<file path="src/rtl/rx_exec_pkg.sv">
package rx_exec_pkg;

   localparam int OPW = 5;

   typedef enum logic [OPW-1:0] {
      OP_ADD   = 5'd0,
      OP_ADDU  = 5'd1,
      OP_SUB   = 5'd2,
      OP_SUBU  = 5'd3,
      OP_AND   = 5'd4,
      OP_OR    = 5'd5,
      OP_XOR   = 5'd6,
      OP_NOR   = 5'd7,
      OP_ADDI  = 5'd8,
      OP_ADDIU = 5'd9,
      OP_ANDI  = 5'd10,
      OP_ORI   = 5'd11,
      OP_XORI  = 5'd12,
      OP_LUI   = 5'd13,
      OP_SLL   = 5'd14,
      OP_SRL   = 5'd15,
      OP_SRA   = 5'd16,
      OP_SEQ   = 5'd17,
      OP_SNE   = 5'd18,
      OP_LB    = 5'd19,
      OP_LBU   = 5'd20,
      OP_LH    = 5'd21,
      OP_LHU   = 5'd22
   } exec_op_e;

   localparam int SHIFT_BARREL = 0;
   localparam int SHIFT_OPER   = 1;

endpackage

</file>
<file path="src/rtl/rx_imm_ext.sv">
module rx_imm_ext #(
   parameter int IMMW = 16,
   parameter int XLEN = 32
) (
   input  logic [IMMW-1:0] imm,
   input  logic            zero_fill,
   output logic [XLEN-1:0] imm_wide
);
   localparam int PADW = XLEN - IMMW;

   logic fill_bit;

   always_comb begin
      fill_bit = zero_fill ? 1'b0 : imm[IMMW-1];
      imm_wide = {{PADW{fill_bit}}, imm};
   end
endmodule

</file>
<file path="src/rtl/rx_addsub.sv">
module rx_addsub #(
   parameter int XLEN = 32
) (
   input  logic [XLEN-1:0] a,
   input  logic [XLEN-1:0] b,
   input  logic            subtract,
   output logic [XLEN-1:0] sum,
   output logic            sgn_ovf
);
   localparam int MSB = XLEN - 1;

   logic [XLEN-1:0] b_eff;

   always_comb begin
      b_eff   = subtract ? ~b : b;
      sum     = a + b_eff + {{(XLEN-1){1'b0}}, subtract};
      sgn_ovf = (a[MSB] == b_eff[MSB]) && (sum[MSB] != a[MSB]);
   end
endmodule

</file>
<file path="src/rtl/rx_shifter.sv">
module rx_shifter #(
   parameter int XLEN  = 32,
   parameter int SHW   = 5,
   parameter int STYLE = 0
) (
   input  logic [XLEN-1:0] din,
   input  logic [SHW-1:0]  amt,
   input  logic            go_left,
   input  logic            arith,
   output logic [XLEN-1:0] dout
);
   generate
      if (STYLE == 0) begin : g_barrel
         logic [XLEN-1:0] src;
         logic            fill;
         logic [XLEN-1:0] stg [SHW+1];

         always_comb begin
            for (int i = 0; i < XLEN; i++) begin
               src[i] = go_left ? din[XLEN-1-i] : din[i];
            end
            fill = arith & ~go_left & din[XLEN-1];
         end

         assign stg[0] = src;

         for (genvar s = 0; s < SHW; s++) begin : g_stage
            localparam int DIST = 1 << s;
            assign stg[s+1] = amt[s] ? {{DIST{fill}}, stg[s][XLEN-1:DIST]} : stg[s];
         end

         always_comb begin
            for (int i = 0; i < XLEN; i++) begin
               dout[i] = go_left ? stg[SHW][XLEN-1-i] : stg[SHW][i];
            end
         end
      end else begin : g_oper
         always_comb begin
            if (go_left) begin
               dout = din << amt;
            end else if (arith) begin
               dout = $unsigned($signed(din) >>> amt);
            end else begin
               dout = din >> amt;
            end
         end
      end
   endgenerate
endmodule

</file>
<file path="src/rtl/rx_load_ext.sv">
module rx_load_ext #(
   parameter int HALFW = 16,
   parameter int XLEN  = 32
) (
   input  logic [HALFW-1:0] raw,
   input  logic             half_sel,
   input  logic             sign_sel,
   output logic [XLEN-1:0]  wide
);
   localparam int BYTEW = HALFW / 2;

   logic top_bit;

   always_comb begin
      if (half_sel) begin
         top_bit = sign_sel & raw[HALFW-1];
         wide    = {{(XLEN-HALFW){top_bit}}, raw};
      end else begin
         top_bit = sign_sel & raw[BYTEW-1];
         wide    = {{(XLEN-BYTEW){top_bit}}, raw[BYTEW-1:0]};
      end
   end
endmodule

</file>
<file path="src/rtl/rx_int_exec.sv">
module rx_int_exec
   import rx_exec_pkg::*;
#(
   parameter int XLEN        = 32,
   parameter int IMMW        = 16,
   parameter int SHIFT_STYLE = SHIFT_BARREL
) (
   input  logic            clk,
   input  logic            rst_n,
   input  logic            in_valid,
   input  logic [4:0]      op,
   input  logic [XLEN-1:0] opnd_a,
   input  logic [XLEN-1:0] opnd_b,
   input  logic [IMMW-1:0] imm,
   output logic            out_valid,
   output logic [XLEN-1:0] result,
   output logic            ovf,
   output logic            out_wr_en
);
   localparam int SHW = $clog2(XLEN);

   generate
      if (XLEN != 2 * IMMW) begin : g_bad_width
         $error("rx_int_exec: XLEN must be twice IMMW");
      end
      if ((XLEN & (XLEN - 1)) != 0 || XLEN < 16) begin : g_bad_pow2
         $error("rx_int_exec: XLEN must be a power of two of at least 16");
      end
      if (SHIFT_STYLE != SHIFT_BARREL && SHIFT_STYLE != SHIFT_OPER) begin : g_bad_style
         $error("rx_int_exec: unknown SHIFT_STYLE");
      end
   endgenerate

   exec_op_e        op_e;
   logic            use_imm;
   logic            imm_zero;
   logic            do_sub;
   logic            traps;
   logic [XLEN-1:0] imm_wide;
   logic [XLEN-1:0] b_sel;
   logic [XLEN-1:0] sum;
   logic            sum_ovf;
   logic [XLEN-1:0] shifted;
   logic [XLEN-1:0] loaded;
   logic            same;
   logic [XLEN-1:0] nxt_res;
   logic            nxt_ovf;

   always_comb begin
      op_e     = exec_op_e'(op);
      use_imm  = (op_e == OP_ADDI) || (op_e == OP_ADDIU) || (op_e == OP_ANDI) ||
                 (op_e == OP_ORI)  || (op_e == OP_XORI);
      imm_zero = (op_e == OP_ANDI) || (op_e == OP_ORI) || (op_e == OP_XORI);
      do_sub   = (op_e == OP_SUB) || (op_e == OP_SUBU);
      traps    = (op_e == OP_ADD) || (op_e == OP_SUB) || (op_e == OP_ADDI);
      b_sel    = use_imm ? imm_wide : opnd_b;
      same     = (opnd_a == opnd_b);
   end

   rx_imm_ext #(.IMMW(IMMW), .XLEN(XLEN)) u_imm (
      .imm       (imm),
      .zero_fill (imm_zero),
      .imm_wide  (imm_wide)
   );

   rx_addsub #(.XLEN(XLEN)) u_add (
      .a        (opnd_a),
      .b        (b_sel),
      .subtract (do_sub),
      .sum      (sum),
      .sgn_ovf  (sum_ovf)
   );

   rx_shifter #(.XLEN(XLEN), .SHW(SHW), .STYLE(SHIFT_STYLE)) u_shf (
      .din     (opnd_a),
      .amt     (opnd_b[SHW-1:0]),
      .go_left (op_e == OP_SLL),
      .arith   (op_e == OP_SRA),
      .dout    (shifted)
   );

   rx_load_ext #(.HALFW(IMMW), .XLEN(XLEN)) u_ld (
      .raw      (opnd_a[IMMW-1:0]),
      .half_sel ((op_e == OP_LH) || (op_e == OP_LHU)),
      .sign_sel ((op_e == OP_LB) || (op_e == OP_LH)),
      .wide     (loaded)
   );

   always_comb begin
      nxt_ovf = 1'b0;
      unique case (op_e)
         OP_ADD, OP_ADDU, OP_SUB, OP_SUBU, OP_ADDI, OP_ADDIU: begin
            nxt_res = sum;
            nxt_ovf = traps & sum_ovf;
         end
         OP_AND, OP_ANDI:            nxt_res = opnd_a & b_sel;
         OP_OR, OP_ORI:              nxt_res = opnd_a | b_sel;
         OP_XOR, OP_XORI:            nxt_res = opnd_a ^ b_sel;
         OP_NOR:                     nxt_res = ~(opnd_a | b_sel);
         OP_LUI:                     nxt_res = {imm, {IMMW{1'b0}}};
         OP_SLL, OP_SRL, OP_SRA:     nxt_res = shifted;
         OP_SEQ:                     nxt_res = {{(XLEN-1){1'b0}}, same};
         OP_SNE:                     nxt_res = {{(XLEN-1){1'b0}}, ~same};
         OP_LB, OP_LBU, OP_LH, OP_LHU: nxt_res = loaded;
         default:                    nxt_res = '0;
      endcase
   end

   always_ff @(posedge clk or negedge rst_n) begin
      if (!rst_n) begin
         out_valid <= 1'b0;
         result    <= '0;
         ovf       <= 1'b0;
      end else begin
         out_valid <= in_valid;
         if (in_valid) begin
            result <= nxt_res;
            ovf    <= nxt_ovf;
         end
      end
   end

   assign out_wr_en = out_valid & ~ovf;

endmodule

</file>
<file path="config.mk">
export PLATFORM = sky130hd
export DESIGN_NAME = rx_int_exec
export DESIGN_NICKNAME = d
export VERILOG_FILES = /design/src/rtl/rx_exec_pkg.sv /design/src/rtl/rx_imm_ext.sv /design/src/rtl/rx_addsub.sv /design/src/rtl/rx_shifter.sv /design/src/rtl/rx_load_ext.sv /design/src/rtl/rx_int_exec.sv
export SDC_FILE = /design/constraint.sdc
export NUM_CORES = 1
export LEC_CHECK = 0
export BUFFER_PORTS_ARGS = -buffer_cell sky130_fd_sc_hd__buf_4
export CAP_MARGIN = 20
export CORE_ASPECT_RATIO = 1.25
export CORE_MARGIN = 8
export CORE_UTILIZATION = 35
export CTS_CLUSTER_SIZE = 12
export DETAILED_ROUTE_END_ITERATION = 8
export REMOVE_ABC_BUFFERS = 1
export SETUP_SLACK_MARGIN = 0.2
export SLEW_MARGIN = 5
export SYNTH_ARGS = -nofsm -noshare
export SYNTH_HDL_FRONTEND = slang
export SYNTH_SLANG_ARGS = --single-unit
</file>
<file path="constraint.sdc">
create_clock -name clk -period 2.05 [get_ports clk]
set_clock_uncertainty 0.15 [all_clocks]
set_input_delay 0.205 -clock clk [delete_from_list [all_inputs] [get_ports clk]]
set_output_delay 0.205 -clock clk [all_outputs]
set_load 0.005 [all_outputs]
</file>
# [Yosys cells after proc, flatten, opt, wreduce, memory -nomap -nowiden]
# Cells that the tools add are included.
[word_totals] output_inout_bits=35 ff_bits=34 in_bits=88
[classes] mux=75 add_sub_neg=2 eq_ne=25 n_reduce_logical=19 bitwise_logic=14
[op_table] operator="case mux 32 bit (10 select lines)" n=1
[op_table] operator="two-way mux 32 bit" n=8
[op_table] operator="two-way mux 1 bit" n=66
[op_table] operator="inverter 32 bit" n=2
[op_table] operator="== test 5 x 4 -> 1 bit (second input constant)" n=8
[op_table] operator="== test 5 bit (second input constant)" n=7
[op_table] operator="adder 32 x 1 -> 32 bit" n=1
[op_table] operator="adder 32 bit" n=1
[op_table] operator="bitwise AND 32 bit" n=1
[op_table] operator="== test 32 bit" n=1
[op_table] operator="bitwise OR 32 bit" n=1
[op_table] operator="XOR 32 bit" n=1
[op_table] operator="== test 5 x 3 -> 1 bit (second input constant)" n=4
[op_table] operator="logical OR 1 bit" n=11
[op_table] operator="== test 5 x 2 -> 1 bit (second input constant)" n=2
[op_table] operator="bitwise AND 1 bit" n=6
[op_table] operator="OR reduction 2 bit" n=3
[op_table] operator="OR reduction 6 bit" n=1
[op_table] operator="== test 5 x 1 -> 1 bit (second input constant)" n=1
[op_table] operator="zero test 5 bit" n=1
[op_table] operator="OR reduction 4 bit" n=1
[op_table] operator="inverter 1 bit" n=3
[op_table] operator="OR reduction 3 bit" n=1
[op_table] operator="== test 1 bit" n=1
[op_table] operator="2 further kinds" n=2

# [Depth between registers and ports, before layout]
[depth] ltp_word=14 ltp_mapped=18 mapped_depth_nobuf=15

# [Cells and area by module]
# Synthesis repeated with hierarchy kept, for this count alone.
[unflattened] hier_cells=1367 area_unflattened_um2=11014.3
[modules_own_cells] module="rx_int_exec" area_each_um2=4664.5 n_inst=1 seq_area_each_um2=850.8 cells_each=510
[modules_own_cells] module="rx_shifter" area_each_um2=3723.6 n_inst=1 seq_area_each_um2=0.0 cells_each=482
[modules_own_cells] module="rx_addsub" area_each_um2=2090.8 n_inst=1 seq_area_each_um2=0.0 cells_each=299
[modules_own_cells] module="rx_load_ext" area_each_um2=281.5 n_inst=1 seq_area_each_um2=0.0 cells_each=43
[modules_own_cells] module="rx_imm_ext" area_each_um2=254.0 n_inst=1 seq_area_each_um2=0.0 cells_each=33

# [Worst setup path after synthesis]
# No wires, ideal clock.
[synth_path] path_kind="input to register" startpoint="input port op[3]" endpoint="register result[29]" path_stages=17 path_slack_ps=-2475 t_arrival_ps=4255 cell_sequence="buf_2 -> nand2b_1 -> or2_2 -> clkbuf_1 -> buf_1 -> mux2i_1 -> xnor2_1 -> ha_1 -> a21oi_1 -> o21ai_0 -> a2111oi_0 -> nor3_1 -> a221o_1 -> nor2_1 -> o41ai_2 -> or3b_1 -> a31o_1"
[synth_via] elab_chain_len=11 elab_cells_between_ends=91 classes_between="add/sub: 2; eq/ne: 22; mux: 41; bitwise: 10; reduce/logical: 16"
[synth_rtl] element="start: declaration" line_no="rx_int_exec.sv:11" source="input logic [4:0] op,"
[synth_rtl] element="== test 5 x 4 -> 1 bit, on equally long branches" line_no="rx_int_exec.sv:51, rx_int_exec.sv:91, rx_int_exec.sv:77"
[synth_rtl] element="logical OR 1 bit or inverter 1 bit (tied branches)" line_no="rx_int_exec.sv:51, rx_shifter.sv:22"
[synth_rtl] element="logical OR 1 bit or bitwise AND 1 bit (tied branches) (2 in series)" line_no="rx_int_exec.sv:51, rx_shifter.sv:22"
[synth_rtl] element="logical OR 1 bit or two-way mux 32 bit (tied branches)" line_no="rx_int_exec.sv:52, rx_shifter.sv:29"
[synth_rtl] element="two-way mux 32 bit, on equally long branches" line_no="rx_int_exec.sv:56, rx_shifter.sv:29"
[synth_rtl] element="inverter 32 bit or two-way mux 32 bit (tied branches)" line_no="rx_addsub.sv:15, rx_shifter.sv:29"
[synth_rtl] element="two-way mux 32 bit, on equally long branches" line_no="rx_addsub.sv:15, rx_shifter.sv:29"
[synth_rtl] element="adder 32 bit or two-way mux 32 bit (tied branches)" line_no="rx_addsub.sv:16, rx_shifter.sv:29"
[synth_rtl] element="adder 32 x 1 -> 32 bit or two-way mux 1 bit (tied branches)" line_no="rx_addsub.sv:16, rx_shifter.sv:34"
[synth_rtl] element="case mux 32 bit (10 select lines) *" line_no="rx_int_exec.sv:91" source="unique case (op_e)"
[synth_rtl] element="end signal: assignment" line_no="rx_int_exec.sv:117" source="result <= nxt_res;"
[synth_rtl] element="end: declaration" line_no="rx_int_exec.sv:16" source="output logic [XLEN-1:0] result,"
# Every way passes the cells marked *; elsewhere a longest branch is shown, timed or not.
# A chain may end at the register's enable or synchronous reset.

# [Worst setup path in the final report]
[layout_path] startpoint="input port op[1]" endpoint="register result[22]"
# The elaborated chain is that of the path after synthesis.

==> run metrics <==
maximum clock frequency 265 MHz; Final Hold Fails 0; length in cells of the worst reg-to-reg path 5; TritonCTS clock tree built; family with the most delay on the worst path compound AO/OA/AOI/OAI gates; Req. time, crit path 2.08 ns; Ant. Diodes 0; Leakage Power 7.08 nW; Synth cell types 81; total negative slack -43.88 ns; routed via count 12202; antenna violations before repair 0; post-synth design cell area 8850 um2; r2r endpoint result[13]; via count of the first global-routing pass 12242; Setup violations, final 33; I/O pins 123; number of cells produced by synthesis 1111; leading post-synthesis cells by instance count ha_1 (99), nand2_1 (87), xnor2_1 (79); Maximum Capacitance Violations 0; critical path depth 20; number of max-slew violations in the final report 0; dpl hpwl 42900 um; total die area 30700 um2; min Tclk post-route 3.77 ns; final worst path period share 1.84; count of input and output buffers 122; Arrival @ worst endpoint 3.79 ns; cell at the slowest stage of the critical path fa_2; Post-Place Cell Area 13500 um2; clk_lat worst skew 0.30 ns; critical register-to-register path startpoint result[13]; initial cell density of the core 0.353; failing checks negative setup slack; EDFF count, synth 0; worst-path cell chain buf_6, o21a_1, or2_4, mux2i_4, xnor2_2, inv_1, fa_2, nor2b_4, o31a_1, o2111ai_1, buf_4, a311o_2, buf_6, buf_6, o211ai_1, a21oi_1, xnor2_1, buf_4, a22oi_2, nand2_1; number of buffer and inverter stages on the critical path 6; post-route DRC violation count 0; Remaining Overflow, GRT 0; clock tree sinks 34; fill cell instance count of the final layout 2287; top-area cell type share of the netlist area 0.140; type of the worst setup path input port to register; clock-pin slew of the registers on the worst-case setup and hold paths 0.07 ns; area used by multi-input combinational logic 8410 um2; buffer cell driving the clock tree root clkbuf_16; worst setup slack after layout -1.72 ns; nature of the critical path endpoint register; count of warnings emitted by yosys 0; clock buffer count from CTS 5; ratio of cells with drive above 1 in the final layout 0.495; asr flop ratio synth 1.00; Power Density 447 nW/um2; count leader, synth ha_1; result of the run finished, violations left; global-route wire length before repair 77200 um; number of H-tree levels 2; worst vdd ir 0.375 mV; capturing element of the worst setup path result[22]; ANT nets after route 0; maximum clock insertion buffer count 2; slew at the pin with the worst max-slew slack 0.971 ns; number of rows in the core area 65; cell mode on critical path buf_6; dpl ws -2.31 ns; most used flip-flop cell after synthesis dfrtp_1; width of the die 158 um; Area contributors post-synth ha_1 (14%), mux4_2 (11%), dfrtp_1 (9.6%), xnor2_1 (7.8%), mux2i_1 (5.1%); Relative slew margins 0.348; routed wirelength normalized by instance count 26.7 um; layout overhead on the synthesized area 71.7%; total track usage 0.342; post-synthesis sequential element count 34; average cell area after synthesis 7.97 um2; detailed-route wire length 53700 um; post-synth top area cell ha_1; Tightest Hold Check Type input port to register; largest fanout of any net on the critical path 3; delay of the slowest critical-path stage 0.41 ns; Avg Vias per Cell 6.07; final weighted congestion in routability-driven placement 1.02; source of the critical timing path op[1]; area of the core 25000 um2; launching element type of the critical path input port; setup slack on the worst flop-to-flop path 0.20 ns; Reg area 851 um2; largest net degree at the start of global routing 46; total non-filler cell area in the finished layout 15200 um2; Seq/Total Area, Yosys 0.0961; total iterations of the first detailed-routing run 6; RSZ-0062 raised after global routing yes; drt first-iter violations 1375; net count reported at finish 1863; die outline height 194 um
[per-stage QoR]
step | std cells | hold WS [ns] | power (W) | utilization
2_1_floorplan | 1038 | -0.241 | 0.00248 | -
3_3_place_gp | 1954 | 0.0602 | 0.00485 | 0.537
3_5_place_dp | 1954 | 0.0648 | 0.00487 | 0.537
4_1_cts | 1992 | 0.169 | 0.00646 | 0.587
5_1_grt | 2011 | 0.173 | 0.00707 | 0.607
6_report | 2011 | 0.174 | 0.00680 | 0.607
[where the power goes]
part           internal (W)  switching [W]
sequential         0.000757      0.0000650
combinational       0.00241        0.00248
clock              0.000701       0.000391
[worst reg2reg max path, stage by stage (launching register included)]
cell and delay (ns):
dfrtp_1 0.44, a222oi_1 0.36, o2111ai_1 0.25, a21oi_1 0.18, o41ai_1 0.19, a2bb2oi_1 0.17
[registers in the layout, summed over array words and instances (netlist names)]
name       count
result        32
out_valid      1
ovf            1
[routing by layer]
metal  up-vias  wire (um)  track usage  share of wire
met1      5880      19400        0.394           0.36
met3       226       4450       0.0566          0.083
met5         -          0            0              0
met2       735      24400        0.540           0.46
li1       5361          -            -              -
met4         0       5370        0.289           0.10
[layout by cell type, fill, tap and decap left out, types with 9 or more instances in the layout]
master    Yosys  final
a21oi_1      77     56
inv_1        76     74
a222oi_1     12     12
a21o_1       15     15
dfrtp_1      34     34
o21ai_1       5     15
mux2i_4       0     11
nor2b_1      12     11
a21oi_2       0     15
mux4_2       43     43
buf_12        0     11
nor3_1       17     14
buf_6         1     35
a22o_1       11     11
buf_4         2    577
o211ai_1     20     20
o21ai_2       0      9
xnor2_2       0     11
xnor2_1      79     68
a22oi_1      21     18
nand3_1      21     19
ha_1         99     93
nand4_1      18     18
o21a_1       11     11
nand2_1      87     84
nand2b_1     12     11
mux2i_1      45     31
nor2_1       66     59
a221oi_1     27     20
o21ai_0      69     48
[timing repair]
action | CTS | global route
buffers inserted | 26 | 19
setup endpoints to repair | 33 | 33
pin swaps | 82 | 49
hold endpoints to repair | 35 | 0
resized for setup | 179 | 68
hold buffers | 2 | 0
gates cloned | 2 | 0
[worst min path at each step]
stage / start / to / slack, ns / cells past startpoint
after floorplan: rst_n / out_valid / -0.24 / 0
after global placement: rst_n / result[1] / 0.06 / 1
after global routing: in_valid / ovf / 0.17 / 2
after CTS: in_valid / ovf / 0.17 / 2
after detailed placement: rst_n / result[1] / 0.06 / 1
final: in_valid / ovf / 0.17 / 2
[area by class of cell]
| type | instances | area share |
|---|---|---|
| Inverter | 77 | 0.0192 |
| Multi-Input combinational cell | 928 | 0.553 |
| Clock buffer | 5 | 0.00823 |
| Tap cell | 335 | 0.0276 |
| Timing Repair Buffer | 629 | 0.331 |
| Sequential cell | 34 | 0.0560 |
| Clock inverter | 3 | 0.00453 |
[logic make-up after synthesis]
logic type / Yosys count / synth area share
muxes: 94 / 0.168
xor gates and xnor gates: 89 / 0.0881
AOI/OAI and AO/OA: 365 / 0.285
buffers and inverters: 150 / 0.0663
adders and majority gates: 100 / 0.142
and+or+nand+nor: 279 / 0.154
DFF: 34 / 0.0961
Note: power is estimated with default switching activity, not from simulation.
